`src/rtl/trace_trig_delay.sv`:
```
module trace_trig_delay #(
  parameter int CNT_W  = 8,
  parameter int STAGES = 5,
  localparam int PRE_W = (1 << STAGES) - 1
) (
  input  logic             clk,
  input  logic             rst_n,
  input  logic             trig_start,
  input  logic             word_acc,
  input  logic             wr_en,
  input  logic             wr_addr,
  input  logic [CNT_W-1:0] wr_data,
  input  logic             rd_addr,
  output logic [CNT_W-1:0] rd_data,
  output logic             trig_out
);

  logic [CNT_W-1:0]  preset_q, cnt_q;
  logic [STAGES-1:0] sel_q;
  logic [PRE_W-1:0]  pre_q, pre_mask;
  logic              armed_q;

  // stage i contributes factor 2^(2^i): total prescale is 2^sel
  for (genvar i = 0; i < PRE_W; i++) begin : g_mask
    assign pre_mask[i] = (sel_q > STAGES'(i));
  end

  wire pre_tc     = (pre_q == pre_mask);
  wire wr_preset  = wr_en & ~wr_addr;
  wire wr_sel     = wr_en &  wr_addr;
  wire step       = armed_q & word_acc;
  wire fire       = step & ((cnt_q == '0) | (pre_tc & (cnt_q == CNT_W'(1))));

  assign rd_data = rd_addr ? CNT_W'(sel_q) : preset_q;

  always_ff @(posedge clk or negedge rst_n) begin
    if (!rst_n) begin
      preset_q <= '0;
      sel_q    <= '0;
      cnt_q    <= '0;
      pre_q    <= '0;
      armed_q  <= 1'b0;
      trig_out <= 1'b0;
    end else begin
      trig_out <= fire;
      if (wr_preset) preset_q <= wr_data;
      if (wr_sel)    sel_q    <= wr_data[STAGES-1:0];

      if (fire)            armed_q <= 1'b0;
      else if (trig_start) armed_q <= 1'b1;

      if (trig_start && !armed_q) begin
        cnt_q <= preset_q;
        pre_q <= '0;
      end else if (step) begin
        if (fire)        cnt_q <= preset_q;
        else if (pre_tc) cnt_q <= cnt_q - CNT_W'(1);
        pre_q <= pre_tc ? '0 : pre_q + PRE_W'(1);
      end

      if (wr_sel) begin
        cnt_q <= preset_q;
        pre_q <= '0;
      end else if (wr_preset) begin
        cnt_q <= wr_data;
      end
    end
  end


  single_pulse_chk: assert property (@(posedge clk) disable iff (!rst_n)
    trig_out |=> !trig_out);


  idle_quiet_chk: assert property (@(posedge clk) disable iff (!rst_n)
    (!armed_q) |=> !trig_out);


  preset_restart_chk: assert property (@(posedge clk) disable iff (!rst_n)
    wr_preset |=> (cnt_q == $past(wr_data)) && (preset_q == $past(wr_data)));


  sel_clear_chk: assert property (@(posedge clk) disable iff (!rst_n)
    wr_sel |=> (pre_q == '0) && (cnt_q == $past(preset_q)));


  pre_bound_chk: assert property (@(posedge clk) disable iff (!rst_n)
    pre_q <= pre_mask);

endmodule

```
`config.mk`:
```
export PLATFORM = sky130hd
export DESIGN_NAME = trace_trig_delay
export DESIGN_NICKNAME = d
export VERILOG_FILES = /design/src/rtl/trace_trig_delay.sv
export SDC_FILE = /design/constraint.sdc
export NUM_CORES = 1
export LEC_CHECK = 0
export BUFFER_PORTS_ARGS = -buffer_cell sky130_fd_sc_hd__buf_4
export CORE_ASPECT_RATIO = 0.6
export CORE_UTILIZATION = 60
export CTS_BUF_LIST = sky130_fd_sc_hd__clkbuf_4 sky130_fd_sc_hd__clkbuf_8 sky130_fd_sc_hd__clkbuf_16
export DETAILED_ROUTE_END_ITERATION = 8
export PLACE_DENSITY_LB_ADDON = 0.12
export SLEW_MARGIN = 20
export SYNTH_ARGS = -nofsm -noshare
export SYNTH_HDL_FRONTEND = slang
export SYNTH_SLANG_ARGS = --single-unit
```
`constraint.sdc`:
```
create_clock -name clk -period 5.87 [get_ports clk]
set_input_delay 0 -clock clk [delete_from_list [all_inputs] [get_ports clk]]
set_output_delay 0 -clock clk [all_outputs]
set_load 0.03 [all_outputs]
```
Word level (Yosys, flattened, before mapping)

Cells that the tools add are included.
Widths: inputs -> output; s select.

Output and inout bits: 9
Input port bits: 15
Word-level logic and storage cells: 69
Register bits after elaboration: 54

Order comparisons: 31
Add/sub/neg operators: 2
Mux-type cells: 13
Eq/ne operators: 2
Bitwise gates (word level): 7
Reductions and logical operators: 8

Operator list:

| cell                  | count |
|---|---|
| $mux 31               | 4 |
| $gt 5x5->1 const B    | 15 |
| $mux 8                | 7 |
| $gt 5x4->1 const B    | 8 |
| $add 31x1->31 const B | 1 |
| $eq 31x31->1          | 1 |
| $gt 5x3->1 const B    | 4 |
| $gt 5x1->1 const B    | 2 |
| $gt 5x2->1 const B    | 2 |
| $eq 8x1->1 const B    | 1 |
| $logic_not 8->1       | 1 |
| $sub 8x1->8 const B   | 1 |
| $and 1x1->1           | 5 |
| $reduce_bool 5->1     | 1 |
| $reduce_bool 4->1     | 1 |
| $reduce_bool 3->1     | 1 |
| $mux 1                | 2 |
| $reduce_and 2->1      | 1 |
| $reduce_bool 2->1     | 1 |
| $logic_and 1x1->1     | 1 |
| $logic_not 1->1       | 1 |
| $not 1->1             | 1 |
| $or 1x1->1            | 1 |

Logic depth before layout (Yosys ltp)

Gate-level depths: netlist of the first run.

Depth after elaboration: 10
Mapped depth: 12

Worst setup path before layout of the first run

OpenSTA, ideal clock, no wires.

Path type: flip-flop to flip-flop
From: reg sel_q[2]
To: reg pre_q[0]
Period minus slack after synthesis: 2.751 ns
Stages on the path, launching flop included: 10
Slack: 3.119 ns
Arrival time: 2.626 ns
Required time: 5.745 ns
Setup time: 0.125 ns
Path through: dfrtp_1 buf_6 or3_4 a2111o_1 a32o_1 nor4_4 a21oi_1 buf_2 buf_6 mux2_2

Word-level cells in the longest chain between the ends: 6

Ends and longest elaborated chain:

| what                                     | line | source |
|---|---|---|
| start: declaration                       | 19   | `logic [STAGES-1:0] sel_q;` |
| start signal: assignment                 | 47   | `if (wr_sel) sel_q <= wr_data[STAGES-1:0];` |
| $gt 5x1->1, or another cell as far along | 25   | `assign pre_mask[i] = (sel_q > STAGES'(i));` |
| $eq 31x31->1 *                           | 28   | `wire pre_tc = (pre_q == pre_mask);` |
| $mux 31 *                                | 58   | `pre_q <= pre_tc ? '0 : pre_q + PRE_W'(1);` |
| $mux 31 *                                | 55   | `end else if (step) begin` |
| $mux 31 *                                | 52   | `if (trig_start && !armed_q) begin` |
| $mux 31 *                                | 61   | `if (wr_sel) begin` |
| end signal: assignment                   | 58   |  |
| end: declaration                         | 20   | `logic [PRE_W-1:0] pre_q, pre_mask;` |

Mark *: on every way between the ends. The rest lies on a longest branch, timed or not. The select of a mux whose other input is x is not followed.
A chain may end at the register's enable or synchronous reset.

Worst setup path after layout of the first run

From: reg sel_q[3]
To: reg cnt_q[7]

Word-level cells in the longest chain between the ends: 10

Ends and longest elaborated chain:

| what                                     | line | source |
|---|---|---|
| $gt 5x1->1, or another cell as far along | 25   |  |
| $eq 31x31->1 *                           | 28   |  |
| $and 1x1->1                              | 32   | `wire fire = step & ((cnt_q == '0) \| (pre_tc & (cnt_q == CNT_W'(1))));` |
| $or 1x1->1                               | 32   |  |
| $and 1x1->1                              | 32   |  |
| $mux 8                                   | 56   | `if (fire) cnt_q <= preset_q;` |
| $mux 8                                   | 55   |  |
| $mux 8                                   | 52   |  |
| $mux 8                                   | 64   | `end else if (wr_preset) begin` |
| $mux 8                                   | 61   |  |
| end signal: assignment                   | 53   | `cnt_q <= preset_q;` |
| end signal: assignment                   | 56   |  |
| end signal: assignment                   | 62   | `cnt_q <= preset_q;` |
| end: declaration                         | 18   | `logic [CNT_W-1:0] preset_q, cnt_q;` |

Marks and branches as above.

==> results of run 1 <==
-- cell usage after synthesis, types with 6 or more instances --
cell type,number,area [um^2]
a22o_1,13,114
a31oi_1,22,138
nand3_1,13,65.1
buf_2,9,45.0
mux2_2,20,225
and3_1,12,75.1
nand4_1,9,56.3
a21oi_1,30,150
inv_1,20,75.1
nand2b_1,10,62.6
clkbuf_1,28,105
dfrtp_1,54,1350
nand2_1,37,139
xor2_1,7,61.3
o21ai_0,22,110
xnor2_1,9,78.8
nor3_1,14,70.1
nor2_1,29,109
mux2i_1,6,60.1
-- cells by family (layout without fill, tap and decap cells) --
logic type | count (synthesis) | after routing | share of synthesized area
AND/OR/NAND/NOR | 156 | 156 | 0.216
flip-flops | 54 | 54 | 0.352
buffers and inverters | 60 | 63 | 0.0666
XOR/XNOR | 16 | 16 | 0.0366
AO/OA/AOI/OAI | 135 | 135 | 0.241
adder cells (fa/ha/maj) | 4 | 4 | 0.0124
multiplexers | 26 | 26 | 0.0744
-- through the flow --
step	instance area [um^2]	power (W)	hold WS [ns]	instances
2_1_floorplan	3830	0.000653	-0.296	451
3_3_place_gp	3940	0.000716	0.0869	518
3_5_place_dp	3940	0.000723	0.0959	518
4_1_cts	4170	0.000992	0.159	537
5_1_grt	4190	0.00104	0.175	538
6_report	4190	0.000992	0.181	538
-- power breakdown --
group,switching [W],total (W),internal [W]
combinational,0.000142,0.000259,0.000117
clock,0.000129,0.000262,0.000132
sequential,0.0000679,0.000472,0.000404
total,0.000340,0.000992,0.000653
-- metal layers --
metal	part of all wire	global-route usage
met2	0.39	0.424
met1	0.51	0.506
met3	0.092	0.0990
met4	0.0086	0.0775
met5	0	0
-- worst max path at each step --
stage	from	endpoint	slack [ns]	cells past startpoint
6_report	sel_q[3]	cnt_q[7]	2.16	8
5_1_grt	sel_q[3]	cnt_q[7]	1.93	8
4_1_cts	sel_q[3]	cnt_q[7]	2.26	8
3_5_place_dp	sel_q[3]	cnt_q[7]	2.26	8
3_3_place_gp	sel_q[3]	cnt_q[7]	2.44	8
2_1_floorplan	sel_q[2]	pre_q[0]	3.12	9
-- state kept, by name (all words and copies together), names as in the netlist --
name      count
sel_q         5
armed_q       1
preset_q      8
trig_out      1
pre_q        31
cnt_q         8
-- layout make-up --
type | count | area share
Clock buffer | 6 | 0.0182
Clock inverter | 2 | 0.00895
Inverter | 20 | 0.0179
Multi-Input combinational cell | 337 | 0.534
Sequential cell | 54 | 0.322
Tap cell | 84 | 0.0251
Timing Repair Buffer | 35 | 0.0740
-- layout by cell type (no fill, tap or decap), types with 4 or more instances in the layout --
cell type      synthesis  layout
a211oi_1               4       4
a21oi_1               30      29
a22o_1                13      13
a31oi_1               22      22
and3_1                12      12
and4_1                 4       4
buf_4                  1      23
clkbuf_8               0       5
dfrtp_1               54      54
dlygate4sd3_1          0      11
inv_1                 20      20
mux2_2                20      20
mux2i_1                6       6
nand2_1               37      37
nand2b_1              10      10
nand3_1               13      13
nand4_1                9       9
nand4b_1               4       4
nor2_1                29      29
nor2b_1                4       4
nor3_1                14      14
nor4_1                 4       4
nor4b_1                4       4
o21ai_0               22      22
o21bai_1               4       4
xnor2_1                9       9
xor2_1                 7       7
-- critical path, delay by kind of cell, from the launching register on --
family / cells / cell delay (ns)
AOI/OAI and AO/OA: 5 / 1.85
DFF: 1 / 0.88
and+or+nand+nor: 3 / 0.89
-- what timing repair did --
| action | CTS | global route |
|---|---|---|
| hold buffers | 11 | 0 |
| gates resized for setup | 0 | 0 |
| endpoints found under the hold margin | 69 | 0 |
==> impl_metrics.json, run 1 <==
{
  "cts_sinks": 54,
  "worst_slack_ns": 2.16,
  "worstPathRequired_ns": 6.11,
  "worstSetupPathType": "reg -> reg",
  "synth_flop_cell": "dfrtp_1",
  "critPathMaxFanout": 25,
  "cpPeakStageDelay_ns": 0.88,
  "portBuffers": 23,
  "postCtsSetupBuffers": 0,
  "detail_route.wl_per_cell_um": 19.3,
  "area_growth_pct": 9.40,
  "cts_tree": "yes",
  "drt_iter0_drc": 352,
  "synth_area_um2": 3830,
  "multi_input_area_um2": 2240,
  "cts_buffer_depth": 2,
  "root_buffer": "clkbuf_8",
  "ant_nets": 0,
  "maxSlewViolCount": 0,
  "htreeDepth": 2,
  "p_leak_nw": 1.74,
  "async_reset_ff_frac": 1.00,
  "path_cells": "nand2_1, a221o_1, a2111oi_0, nand4b_1, a211oi_2, a31oi_2, or4_1, o211ai_1",
  "worst_ep_arrival_time_ns": 3.95,
  "peakVddDrop_uv": 132,
  "core-area_um2": 6140,
  "route.vias.total": 3508,
  "avgSynthCellArea_um2": 8.50,
  "syn_nets": 469,
  "gp_congestion": 0.941,
  "drive_gt1_frac": 0.143,
  "nNetsFinal": 471,
  "hold-path-cell-count": 4,
  "finalSetupViolCount": 0,
  "rrSetupSlack_ns": 2.16,
  "antenna_found_initial": 0,
  "fmax_mhz": 270,
  "synthCells": 451,
  "vias_per_cell": 6.52,
  "cp-start-kind": "flop",
  "num_rows": 22,
  "worst_path_max_delay_cell": "dfrtp_1",
  "hold_class": "in -> reg",
  "start_util": 0.625,
  "post-route-util": 0.683,
  "grt_max_degree": 55,
  "overflow": 0,
  "finalCritPeriodShare": 0.632,
  "hp-start": "wr_addr",
  "drc": 0,
  "grt_usage": 0.324,
  "min_to": "cnt_q[1]",
  "tns_ns": 0,
  "rsz0062_at_grt": "false",
  "reg2reg_to": "cnt_q[7]",
  "max_cap_viol_count": 0,
  "worstRegToRegCells": 8,
  "numCtsBuffers": 5,
  "synth_seq_cells": 54,
  "clk_latency_ns": 0.33,
  "clk_pin_slew_ns": 0.11,
  "worst_pin_slew_ns": 0.890,
  "yosysUniqueCellTypes": 63,
  "die_width_um": 105,
  "num_io_pins": 24,
  "synth_edf_count": 0,
  "place_hpwl_mm": 7.38,
  "yosysSeqAreaShare": 0.352,
  "die_h_um": 63.9,
  "slew_headroom": 0.406,
  "drtPass1Iterations": 5,
  "r2r-start": "sel_q[3]",
  "status": "completed",
  "fin_crit_ns": 3.71,
  "yosysWarnings": 0,
  "regArea_um2": 1350,
  "fin_skew_ns": 0.0148,
  "power.density_nw_per_um2": 237,
  "wl_mm": 10.4,
  "fillers": 517,
  "grt_pass1_wl_mm": 16.7,
  "grt_pass1_vias": 3123,
  "place_worst_setup_slack_ns": 2.26,
  "final-hold-violation-count": 0,
  "diodes": 0,
  "cp-end-kind": "flop",
  "fp.dieArea_um2": 6720
}
Note: power is estimated with default switching activity, not from simulation.
==> run 2, diff against run 1 <==
--- a/config.mk
+++ b/config.mk
@@ -7,7 +7,7 @@
 export LEC_CHECK = 0
 export BUFFER_PORTS_ARGS = -buffer_cell sky130_fd_sc_hd__buf_4
 export CORE_ASPECT_RATIO = 0.6
-export CORE_UTILIZATION = 60
+export CORE_UTILIZATION = 56
 export CTS_BUF_LIST = sky130_fd_sc_hd__clkbuf_4 sky130_fd_sc_hd__clkbuf_8 sky130_fd_sc_hd__clkbuf_16
 export DETAILED_ROUTE_END_ITERATION = 8
 export PLACE_DENSITY_LB_ADDON = 0.12
==> constraint.sdc (replaced) <==
create_clock -name clk -period 3.1 [get_ports clk]
set_input_delay 0 -clock clk [delete_from_list [all_inputs] [get_ports clk]]
set_output_delay 0 -clock clk [all_outputs]
set_load 0.03 [all_outputs]
==> run 2 against run 1 <==
Net effect: worst hold slack lost 0.0079 ns; clock skew shrank 0.0068 ns; non-clock buffer count grew 27; utilization grew 2.1 points; die area grew 7.0%; clock power grew to 2.5 times the previous value; wire length grew 7.1%; power grew 110%; global-route usage grew 0.93 points; largest power group unchanged; worst setup slack lost 2.0 ns; count of clock-buffer cells in the layout grew 1; flip-flop and latch count is the same.
==> impl_metrics.json, run 2 (synthesis results as in run 1) <==
{
  "path_common_cell": "o211ai_1",
  "diodes": 0,
  "fmax_mhz": 337,
  "status": "completed",
  "worstRegToRegCells": 9,
  "post-route-util": 0.705,
  "peakVddDrop_uv": 278,
  "hp-start": "wr_addr",
  "wl_mm": 11.1,
  "fillers": 489,
  "fin_crit_ns": 2.97,
  "drc": 0,
  "worstSetupPathType": "reg -> reg",
  "top_register": "pre_q",
  "grt_pass1_vias": 3212,
  "clk_pin_slew_ns": 0.07,
  "detail_route.wl_per_cell_um": 19.7,
  "finalSetupViolCount": 0,
  "cts_buffer_depth": 2,
  "fp.dieArea_um2": 7190,
  "portBuffers": 23,
  "start_util": 0.603,
  "maxSlewViolCount": 0,
  "clk_latency_ns": 0.30,
  "worstPathRequired_ns": 3.31,
  "rsz0062_at_grt": "false",
  "top_regs": "pre_q x31, cnt_q x8, preset_q x8",
  "drt_iter0_drc": 466,
  "hold_class": "in -> reg",
  "num_rows": 22,
  "path_cells": "or2_0, a311o_1, a221oi_1, o211ai_1, nor4_4, buf_4, a31oi_2, or4_1, o211ai_1",
  "die_h_um": 66.1,
  "final-hold-violation-count": 0,
  "final_common_cell": "dfrtp_1",
  "num_io_pins": 24,
  "min_to": "cnt_q[6]",
  "hold-path-cell-count": 4,
  "ant_nets": 0,
  "stdcell_count": 565,
  "grt_usage": 0.333,
  "die_width_um": 109,
  "r2r-start": "sel_q[2]",
  "max_cap_viol_count": 0,
  "gp_congestion": 0.985,
  "rrSetupSlack_ns": 0.13,
  "cpPeakStageDelay_ns": 0.53,
  "final_cell_mix": "51 x dfrtp_1, 50 x buf_4, 37 x nand2_1",
  "worst_pin_slew_ns": 0.867,
  "numCtsBuffers": 5,
  "p_leak_nw": 1.91,
  "grt_pass1_wl_mm": 17.6,
  "area_growth_pct": 16.9,
  "fin_skew_ns": 0.00803,
  "route.vias.total": 3725,
  "place_hpwl_mm": 8.16,
  "overflow": 0,
  "htreeDepth": 2,
  "tns_ns": 0,
  "slew_headroom": 0.421,
  "regArea_um2": 1360,
  "cts_tree": "yes",
  "worst_ep_arrival_time_ns": 3.18,
  "drive_gt1_frac": 0.206,
  "place_worst_setup_slack_ns": -0.0463,
  "power.density_nw_per_um2": 473,
  "critPathBufInv": 1,
  "cp_top_family": "simple AND/OR/NAND/NOR gates",
  "worst_slack_ns": 0.133,
  "cp-end-kind": "flop",
  "vias_per_cell": 6.59,
  "hold_ws_ns": 0.173,
  "core-area_um2": 6360,
  "critPathMaxFanout": 11,
  "drtPass1Iterations": 5,
  "largest_reg_flops": 31,
  "finalCritPeriodShare": 0.957,
  "cp-start-kind": "flop",
  "reg2reg_to": "cnt_q[7]",
  "dp_cells": 540,
  "grt_max_degree": 55,
  "root_buffer": "clkbuf_16",
  "cts_sinks": 54,
  "antenna_found_initial": 0,
  "worst_path_max_delay_cell": "or4_1",
  "nNetsFinal": 498,
  "multi_input_area_um2": 2260
}
==> run 2: changes by cell type in the layout (fill, tap and decap cells not counted), moves of 3 or more <==
cell       delta
buf_4        +27
dfrtp_1       -3
clkbuf_8      -5
dfrtp_2       +3
clkbuf_16     +5
==> run 2: power by group <==
group	leakage (nW)	switching (W)	total, W	internal [W]
logic	1.13	0.000330	0.000593	0.000263
registers	0.697	0.000104	0.000871	0.000767
clock network	0.0850	0.000255	0.000656	0.000400
total	1.91	0.000689	0.00212	0.00143
==> run 2: worst max-delay path by stage <==
| stage | slack, ns | to | start | cells past startpoint |
|---|---|---|---|---|
| floorplan | 0.35 | pre_q[0] | sel_q[2] | 9 |
| global placement | -0.03 | cnt_q[3] | sel_q[3] | 10 |
| detailed placement | -0.05 | pre_q[27] | sel_q[3] | 10 |
| CTS | 0.004 | cnt_q[3] | sel_q[2] | 11 |
| global route | 0.02 | cnt_q[4] | sel_q[2] | 9 |
| finish | 0.13 | cnt_q[7] | sel_q[2] | 9 |
==> run 2: tightest hold or removal path, stage by stage <==
cell and delay (ns):
buf_4 0.14, mux2_2 0.17, a22oi_1 0.06, o31ai_1 0.06
==> run 2: final cells by class <==
type,instances,share of cell area
Clock inverter,1,0.00670
Inverter,20,0.0168
Tap cell,84,0.0235
Clock buffer,7,0.0313
Timing Repair Buffer,62,0.114
Sequential cell,54,0.302
Multi-Input combinational cell,337,0.505
==> run 2: through the flow <==
stage,cell area [um^2],power (W)
2_1_floorplan,3830,0.00124
3_3_place_gp,4110,0.00141
3_5_place_dp,4110,0.00142
4_1_cts,4400,0.00208
5_1_grt,4480,0.00221
6_report,4480,0.00212
==> run 2: metal layers <==
| layer | global-route usage | part of all wire | up-vias |
|---|---|---|---|
| met5 | 0 | 0 | - |
| li1 | - | - | 1719 |
| met2 | 0.399 | 0.36 | 238 |
| met4 | 0.0591 | 0.0045 | 0 |
| met1 | 0.559 | 0.49 | 1761 |
| met3 | 0.0946 | 0.14 | 7 |
==> run 2: what timing repair did <==
action | 4_1_cts | 5_1_grt
pin swaps | 0 | 1
setup endpoints to repair | 9 | 24
hold buffers | 11 | 0
hold endpoints to repair | 69 | 0
gates resized for setup | 5 | 4
setup buffers | 0 | 5
